[config.mk]
export PLATFORM = sky130hd
export DESIGN_NAME = elem_width_conv
export DESIGN_NICKNAME = d
export VERILOG_FILES = /design/src/rtl/elem_width_conv.sv
export SDC_FILE = /design/constraint.sdc
export NUM_CORES = 1
export LEC_CHECK = 0
export ABC_AREA = 1
export BUFFER_PORTS_ARGS = -buffer_cell sky130_fd_sc_hd__buf_2
export CELL_PAD_IN_SITES_DETAIL_PLACEMENT = 1
export CELL_PAD_IN_SITES_GLOBAL_PLACEMENT = 1
export CORE_ASPECT_RATIO = 1.5
export CORE_UTILIZATION = 43
export CTS_CLUSTER_SIZE = 20
export DETAILED_ROUTE_END_ITERATION = 12
export GPL_TIMING_DRIVEN = 0
export HOLD_SLACK_MARGIN = 0.15
export PLACE_DENSITY_LB_ADDON = 0.1
export SETUP_SLACK_MARGIN = 0.3
export SLEW_MARGIN = 20
export SYNTH_ARGS = -nofsm -noshare
export SYNTH_HDL_FRONTEND = slang
export SYNTH_SLANG_ARGS = --single-unit
[constraint.sdc]
create_clock -name clk -period 10.3 [get_ports clk]
set_input_delay 0.515 -clock clk [delete_from_list [all_inputs] [get_ports clk]]
set_output_delay 0.515 -clock clk [all_outputs]
set_load 0.05 [all_outputs]
[src/rtl/elem_width_conv.sv]
module elem_width_conv #(
  parameter int DW = 64
) (
  input  logic          clk,
  input  logic          rst_n,
  input  logic          in_valid,
  input  logic [DW-1:0] src_data,
  input  logic [1:0]    src_wcode,
  input  logic [1:0]    dst_wcode,
  input  logic          widen,
  input  logic          is_signed,
  input  logic          sat_en,
  output logic [DW-1:0] out_data,
  output logic          out_sat,
  output logic          out_err,
  output logic          out_valid
);

  function automatic logic [DW-1:0] wmask(input logic [1:0] c);
    case (c)
      2'd0:    wmask = DW'({8{1'b1}});
      2'd1:    wmask = DW'({16{1'b1}});
      2'd2:    wmask = DW'({32{1'b1}});
      default: wmask = {DW{1'b1}};
    endcase
  endfunction

  function automatic logic topbit(input logic [DW-1:0] v, input logic [1:0] c);
    case (c)
      2'd0:    topbit = v[7];
      2'd1:    topbit = v[15];
      2'd2:    topbit = v[31];
      default: topbit = v[DW-1];
    endcase
  endfunction

  function automatic logic [DW-1:0] fill(input logic [DW-1:0] v, input logic [1:0] c,
                                         input logic sgn);
    logic [DW-1:0] m;
    m = wmask(c);
    fill = (sgn && topbit(v, c)) ? ((v & m) | ~m) : (v & m);
  endfunction

  logic          legal;
  logic [DW-1:0] elem;
  logic [DW-1:0] hi_lim, lo_lim;
  logic          over, under;
  logic [DW-1:0] clamped;
  logic [DW-1:0] narrow_res;
  logic [DW-1:0] nxt_data;
  logic          nxt_sat;

  assign legal  = widen ? (dst_wcode > src_wcode) : (dst_wcode < src_wcode);
  assign elem   = fill(src_data, src_wcode, is_signed);
  assign hi_lim = is_signed ? (wmask(dst_wcode) >> 1) : wmask(dst_wcode);
  assign lo_lim = is_signed ? ~(wmask(dst_wcode) >> 1) : '0;

  always_comb begin
    if (is_signed) begin
      over  = $signed(elem) > $signed(hi_lim);
      under = $signed(elem) < $signed(lo_lim);
    end else begin
      over  = elem > hi_lim;
      under = 1'b0;
    end
  end

  assign clamped    = !sat_en ? elem : over ? hi_lim : under ? lo_lim : elem;
  assign narrow_res = fill(clamped, dst_wcode, is_signed);

  always_comb begin
    if (!legal) begin
      nxt_data = src_data;
      nxt_sat  = 1'b0;
    end else if (widen) begin
      nxt_data = elem;
      nxt_sat  = 1'b0;
    end else begin
      nxt_data = narrow_res;
      nxt_sat  = sat_en && (over || under);
    end
  end

  always_ff @(posedge clk) begin
    if (!rst_n) begin
      out_data  <= '0;
      out_sat   <= 1'b0;
      out_err   <= 1'b0;
      out_valid <= 1'b0;
    end else begin
      out_valid <= in_valid;
      if (in_valid) begin
        out_data <= nxt_data;
        out_sat  <= nxt_sat;
        out_err  <= !legal;
      end
    end
  end

endmodule

# After elaboration in Yosys (flattened, before gate mapping)
# Cells that the tools add are included.
[op_classes]
n_reduce_logical = 7
n_bitwise = 7
n_eq_ne = 4
magnitude_cmp = 5
n_mux = 18
[op_table]
columns = ["op", "count"]
rows = [
  ["2-to-1 mux 64 bit", 9],
  ["one-hot mux 64 bit (3 select lines)", 2],
  ["AND 64 bit", 2],
  ["greater-than comparator 64 bit", 2],
  ["NOT 64 bit", 2],
  ["OR 64 bit", 2],
  ["less-than comparator 64 bit", 1],
  ["NOT 63 -> 64 bit", 1],
  ["one-hot mux 1 bit (3 select lines)", 2],
  ["2-to-1 mux 1 bit", 5],
  ["equality test 2 x 1 -> 1 bit (second input constant)", 2],
  ["equality test 2 bit (second input constant)", 2],
  ["logical NOT 2 bit", 2],
  ["logical AND 1 bit", 3],
  ["greater-than comparator 2 bit", 1],
  ["less-than comparator 2 bit", 1],
  ["logical NOT 1 bit", 1],
  ["logical OR 1 bit", 1],
]
[word_totals]
wordCells = 45
register_bits = 67
inputBits = 74

# Logic depth before layout (Yosys ltp)
# Gate-level depths: netlist of the first run.
[depth]
ltp_word = 15
ltp_mapped = 36
mapped_depth_nobuf = 34

# Worst setup path before layout of the first run
# Ideal clock, no wire load.
[synth_path]
kind = "input -> register"
startpoint = "input port dst_wcode[1]"
endpoint = "register out_data[22]"
setup_time_ns = 0.113
t_arrival_ns = 4.596
required_ns = 10.187
slack_ns = 5.591
stages = 27
path_cell_list = "nand2_1 > clkinv_1 > nor2_1 > inv_1 > ha_1 > nand2_1 > nor2_1 > and2_4 > nand2_2 > inv_1 > nand2_1 > nand2_1 > nor2_2 > nand3_2 > nand3_4 > nand2_1 > nand3_1 > nand3_1 > nand3_1 > nand3_2 > nand2_2 > nand2_2 > nand2_4 > buf_8 > nand3_1 > nand3_1 > nand2_1"
[synth_via]
elab_chain_cells = 14
[synth_lines]
columns = ["element", "line_no", "rtl"]
rows = [
  ["start: declaration", "9", "input logic [1:0] dst_wcode,"],
  ["equality test 2 bit, or another cell as far along", "20, 29", ""],
  ["one-hot mux 64 bit (3 select lines)", "20", "case (c)"],
  ["NOT 63 -> 64 bit", "56", "assign lo_lim = is_signed ? ~(wmask(dst_wcode) >> 1) : '0;"],
  ["2-to-1 mux 64 bit", "56", ""],
  ["less-than comparator 64 bit", "61", "under = $signed(elem) < $signed(lo_lim);"],
  ["2-to-1 mux 1 bit", "59", "if (is_signed) begin"],
  ["2-to-1 mux 64 bit (3 in series)", "68", "assign clamped = !sat_en ? elem : over ? hi_lim : under ? lo_lim : elem;"],
  ["one-hot mux 1 bit (3 select lines) or AND 64 bit (tied branches)", "29, 41", ""],
  ["logical AND 1 bit or OR 64 bit (tied branches)", "41", "fill = (sgn && topbit(v, c)) ? ((v & m) | ~m) : (v & m);"],
  ["2-to-1 mux 64 bit", "41", ""],
  ["2-to-1 mux 64 bit", "75", "end else if (widen) begin"],
  ["2-to-1 mux 64 bit (*)", "72", "if (!legal) begin"],
  ["end signal: assignment", "93", "out_data <= nxt_data;"],
  ["end: declaration", "13", "output logic [DW-1:0] out_data,"],
]
# Mark *: on every way between the ends. The rest lies on a longest branch, timed or not.
# A chain may end at the register's enable or synchronous reset.

# Worst setup path in the final report of the first run
[layout_path]
startpoint = "input port src_wcode[0]"
endpoint = "register out_data[33]"
[layout_via]
elab_chain_cells = 15
[layout_lines]
columns = ["element", "line_no", "rtl"]
rows = [
  ["start: declaration", "8", "input logic [1:0] src_wcode,"],
  ["equality test 2 bit, or another cell as far along", "20, 29", ""],
  ["one-hot mux 64 bit (3 select lines)", "20", ""],
  ["AND 64 bit or NOT 64 bit (tied branches)", "41", ""],
  ["OR 64 bit", "41", ""],
  ["2-to-1 mux 64 bit", "41", ""],
  ["less-than comparator 64 bit", "61", ""],
  ["2-to-1 mux 1 bit", "59", ""],
  ["2-to-1 mux 64 bit (3 in series)", "68", ""],
  ["one-hot mux 1 bit (3 select lines) or AND 64 bit (tied branches)", "29, 41", ""],
  ["logical AND 1 bit or OR 64 bit (tied branches)", "41", ""],
  ["2-to-1 mux 64 bit", "41", ""],
  ["2-to-1 mux 64 bit", "75", ""],
  ["2-to-1 mux 64 bit (*)", "72", ""],
]
# Marked as above.

==> impl_metrics.toml, run 1 <==
[grt]
grt_pass1_vias = 10500
grt_use_total_pct = 34.4
antenna_found_initial = 0
grt_pass1_wl_um = 51700
grt_max_degree = 34
globalRoute.totalOverflow = 0

[timing]
tightest_slew_ns = 0.911
slew_headroom_pct = 39.3
final.setup.tns_ns = 0
fin_crit_sh_pct = 54.5
drv_slew = 0
hold_viol_final = 0
hold_ws_ns = 0.438
period_needed_ns = 5.61
fin_skew_ns = 0
final-setup-viol-count = 0
max_freq_ghz = 0.178
rsz0062_at_grt = "false"
fin_ws_ns = 4.69

[route]
drt_iter0_markers = 396
viasPerCell = 5.77
drc = 0
antenna_left = 0
vias = 9928
drt_first_pass_iters = 5
wl_per_cell_um = 19.0
wl_um = 32600

[placement]
io_buffers = 138
post-place-ws_ns = 4.56
gp_congestion = 0.929
hpwl_um = 26000

[power_and_ir_drop]
power_per_cell_area_nw_per_um2 = 126
p_leak_nw = 4.89
vdd_drop_max_mv = 0.0635

[floorplanning]
rows = 61
ioPinCount = 141
dieArea_um2 = 19500
core_area_um2 = 18500
start_util_pct = 43.8
fp.dieH_um = 170
die_w_um = 114

[critical_path]
reg2reg_to = "out_data[62]"
crit_end = "out_data[33]"
max_stage_delay_ns = 0.59
startpoint = "src_wcode[0]"
end_kind = "flop"
cp_max_fo = 10
crit_top_cell = "nand2_1"
required_ns = 10.55
crit_path_top_delay_cell = "nor2_1"
crit_type = "in -> reg"
r2r_slack_ns = 9.50
reg2reg_depth = 3
cp-start-kind = "input port"
cp.arrival_ns = 5.86
r2r-start = "out_data[62]"

[min_path]
worstHoldPathType = "in -> reg"

[logic_synthesis]
ys_types = 40
yosysTopAreaCell = "ha_1"
async_flop_share_pct = 0
yosysMostFrequentCell = "nand2_1"
postSynthCellCount = 1316
seq_area_frac_synth_pct = 16.5
synth_edf_count = 0
avgSynthCellArea_um2 = 6.18
synth_warnings = 0
synthTopCellsByCount = "nand2_1, inv_1, nand3_1"
synth_area_leaders = "ha_1, dfxtp_1, nand2_1"
synth-main-ff-cell = "dfxtp_1"
synth.top_cell.area_share_pct = 17.9
syn_nets = 1506
yosys_register_bits = 67
syn_area_um2 = 8130

[cts]
clk_path_buf_depth = 2
ctsHoldBuffers = 0
clkSinkCount = 67
cts_tree = "built"
postCtsSetupRepairBufs = 0
numCtsBuffers = 9
cts-root-buf = "clkbuf_16"
h-tree-depth = 3
insertion_delay_ns = 0.36
cts_resized = 0
clk_pin_slew_ns = 0.06

[job]
cap_violations = 0

[layout]
n_antenna_cell = 0
fillers = 2705
syn_to_final_growth_pct = 15.9
layout-drive-gt1-share_pct = 13.3
nets = 1655

[run_status]
status = "completed"
cells in the final DEF, fill, tap and decap left out, types with 4 or more instances in the layout:
master       n
o21a_1       5
inv_2        5
buf_2      143
clkbuf_1    61
ha_1       116
a21oi_1    126
dfxtp_1     67
o21ai_1     11
nand2_2      9
inv_1      169
buf_1        4
clkinv_1     4
o221ai_1    13
nand4_1     52
o211ai_1    38
o21ai_0     96
nor2_1      73
nand3_1    161
nand3_2      6
o31ai_1      5
nand2_1    261
clkbuf_16    9
layout make-up:
| class | instances | area, um^2 | area share (%) |
|---|---|---|---|
| repair buffers | 138 | 691 | 7.34 |
| clock inverters | 2 | 10.0 | 0.106 |
| well taps | 252 | 315 | 3.35 |
| inverters | 178 | 668 | 7.10 |
| clock buffers | 13 | 270 | 2.87 |
| plain buffers | 75 | 322 | 3.42 |
| multi-input cells | 996 | 5800 | 61.6 |
| flip-flops and latches | 67 | 1340 | 14.2 |
critical path, delay by kind of cell:
family,cells,cell delay (ns)
AO/OA/AOI/OAI,4,0.79
adder cells (fa/ha/maj),1,0.37
buffers and inverters,6,1.47
AND/OR/NAND/NOR,20,2.66
state kept, by name, summed over array words and instances (netlist names):
register and count:
out_err 1, out_valid 1, out_sat 1, out_data 64
through the flow:
step / power (mW) / utilization (%) / cells / area [um^2]
final: 1.18 / 50.8 / 1721 / 9420
after global routing: 1.26 / 50.8 / 1721 / 9420
after CTS: 1.18 / 50.8 / 1721 / 9420
after detailed placement: 0.870 / 49.3 / 1706 / 9140
after global placement: 0.849 / 49.2 / 1706 / 9130
after floorplan: 0.703 / - / 1316 / 8130
power by group:
group	switching, mW	internal, mW
sequential	0.0133	0.285
combinational	0.410	0.164
clock	0.130	0.181
metal layers:
metal  vias up  global-route usage, %  wire (um)
li1       4788                      -          -
met3       106                   4.34        978
met2       238                   66.8      17700
met4         0                   21.3       1750
met1      4796                   33.8      12200
met5         -                      0          0
how the worst min path moves through the flow:
stage                 startpoint      endpoint  cells past startpoint
floorplan               in_valid     out_valid                      2
global placement         out_err       out_err                      2
detailed placement       out_err       out_err                      2
CTS                 src_data[42]  out_data[42]                      3
global route        src_data[37]  out_data[37]                      3
finish              src_data[45]  out_data[45]                      3
cell families (layout without fill, tap and decap cells):
group | after synthesis | in the layout | share of synthesized area [%]
simple gates | 576 | 576 | 32.2
flops | 67 | 67 | 16.5
compound gates | 304 | 304 | 21.3
buf+inv | 253 | 406 | 12.2
fa+ha+maj | 116 | 116 | 17.9
(Power assumes the default switching activity.)
==> run 2: changes to the inputs <==
CORE_UTILIZATION = 36   (was 43)
clock period = 5.1 ns   (was 10.3 ns; I/O delays follow)
==> run 2 against run 1 <==
Effect of this change:
- worst hold slack worse by 0.26 ns
- first-iteration DRC count is 2.5% lower
- worst setup slack worse by 4.1 ns
- design area is 1.1% higher
- highest routed layer unchanged
- critical endpoint is now out_data[54]
- sequential cell count stayed put
- sequential share of layout area is 0.16 points lower
- via count is 1.1% lower
- largest cell class unchanged
- combinational power is 100% higher
- global-route usage is 5.8 points lower
==> impl_metrics.toml, run 2 (synthesis results as in run 1) <==
[run_status]
status = "completed"

[route]
vias = 9815
drc = 0
drt_iter0_markers = 386
wl_per_cell_um = 19.0
antenna_left = 0
viasPerCell = 5.62
wl_um = 33200
drt_first_pass_iters = 5

[cts]
clk_pin_slew_ns = 0.06
h-tree-depth = 3
ctsHoldBuffers = 0
insertion_delay_ns = 0.36
cts_tree = "built"
cts-root-buf = "clkbuf_16"
numCtsBuffers = 9
clkSinkCount = 67
clk_path_buf_depth = 2

[power_and_ir_drop]
vdd_drop_max_mv = 0.186
p_leak_nw = 4.93
power_per_cell_area_nw_per_um2 = 258
power_mw = 2.45

[floorplanning]
rows = 67
ioPinCount = 141
fp.dieH_um = 186
core_area_um2 = 22200
start_util_pct = 36.6
dieArea_um2 = 23200
die_w_um = 125

[timing]
rsz0062_at_grt = "false"
tightest_slew_ns = 0.887
fin_skew_ns = 0
slew_headroom_pct = 40.8
final-setup-viol-count = 0
hold_viol_final = 0
fin_crit_sh_pct = 88.2
drv_slew = 0
period_needed_ns = 4.50
max_freq_ghz = 0.222
fin_ws_ns = 0.600
hold_ws_ns = 0.178

[layout]
top_register = "out_data"
layout_commonest_cell = "nand2_1"
nets = 1657
syn_to_final_growth_pct = 17.2
n_antenna_cell = 0
largest_reg_flops = 64
final_cell_mix = "nand2_1, inv_1, nand3_1"
layout-drive-gt1-share_pct = 14.2

[placement]
gp_congestion = 0.926
hpwl_um = 26400
io_buffers = 138
post-place-ws_ns = -0.459

[grt]
gr-usage-met2_pct = 57.9
grt_pass1_vias = 9934
antenna_found_initial = 0
grt_max_degree = 34
grtUsageMet1_pct = 29.1
globalRoute.totalOverflow = 0
busiest_layer = "met2"
grt_use_total_pct = 28.6
grt_pass1_wl_um = 51800
met3_usage_pct = 2.87

[critical_path]
required_ns = 5.34
r2r-start = "out_data[62]"
cp.arrival_ns = 4.74
crit_type = "in -> reg"
end_kind = "flop"
startpoint = "src_wcode[0]"
cp-start-kind = "input port"
cp_max_fo = 10

[job]
cap_violations = 0

[min_path]
worstHoldPathType = "in -> reg"
hold_start = "src_data[46]"
run 2: path summary, 6_finish.rpt:
path,cells past startpoint,slack [ns],endpoint
setup reg to reg,3,4.26,out_data[62]
hold reg to reg,2,0.48,out_err
hold / removal,3,0.18,out_data[46]
setup / recovery,28,0.60,out_data[54]
run 2: stage by stage:
stage | instance area (um^2) | util (%) | TNS [ns] | cells
after CTS | 9480 | 42.7 | 0 | 1744
after detailed placement | 9170 | 41.3 | -21.38 | 1730
after global placement | 9160 | 41.2 | -64.80 | 1730
after floorplan | 8130 | - | 0 | 1316
final | 9520 | 42.9 | 0 | 1746
after global routing | 9520 | 42.9 | 0 | 1746
run 2: timing repair:
item                       4_1_cts  5_1_grt
buffers inserted                 0        2
setup endpoints to repair       62       61
resized for setup                3       18
run 2: final cells by class:
cell class | instances | area, um^2
clock inverters | 2 | 35.0
flip-flops and latches | 67 | 1340
repair buffers | 140 | 706
inverters | 178 | 678
fillers | 3096 | 12700
clock buffers | 12 | 267
well taps | 276 | 345
multi-input cells | 996 | 5820
plain buffers | 75 | 330
run 2: critical path, cell delays in order:
cell and delay, ns:
buf_2 0.16, nand2_2 0.19, nor2_1 0.19, nor2_1 0.06, nand2_1 0.08, inv_2 0.08, nor2_4 0.27, clkbuf_2 0.35
a21oi_1 0.18, ha_1 0.37, nand2_1 0.06, inv_1 0.08, nand3_2 0.09, nor3_2 0.14, nand3_1 0.16, nor3_1 0.24
nand3_1 0.13, nand3_2 0.20, clkinvlp_4 0.20, nand2_1 0.11, nand3_1 0.11, nand3_1 0.11, nand3_2 0.13, a21oi_4 0.25
buf_4 0.24, o21ai_1 0.10, nand3_1 0.10, nand3_1 0.09
run 2: routing by layer:
metal	share of wire, %	routed length (um)
met4	3.7	1230
met3	2.8	924
met1	38	12700
met5	0	0
met2	55	18300
run 2: where the power goes:
| group | internal [mW] | switching [mW] | leakage [nW] |
|---|---|---|---|
| Clock | 0.413 | 0.274 | 0.151 |
| Sequential | 0.575 | 0.0266 | 0.553 |
| Combinational | 0.337 | 0.830 | 4.23 |
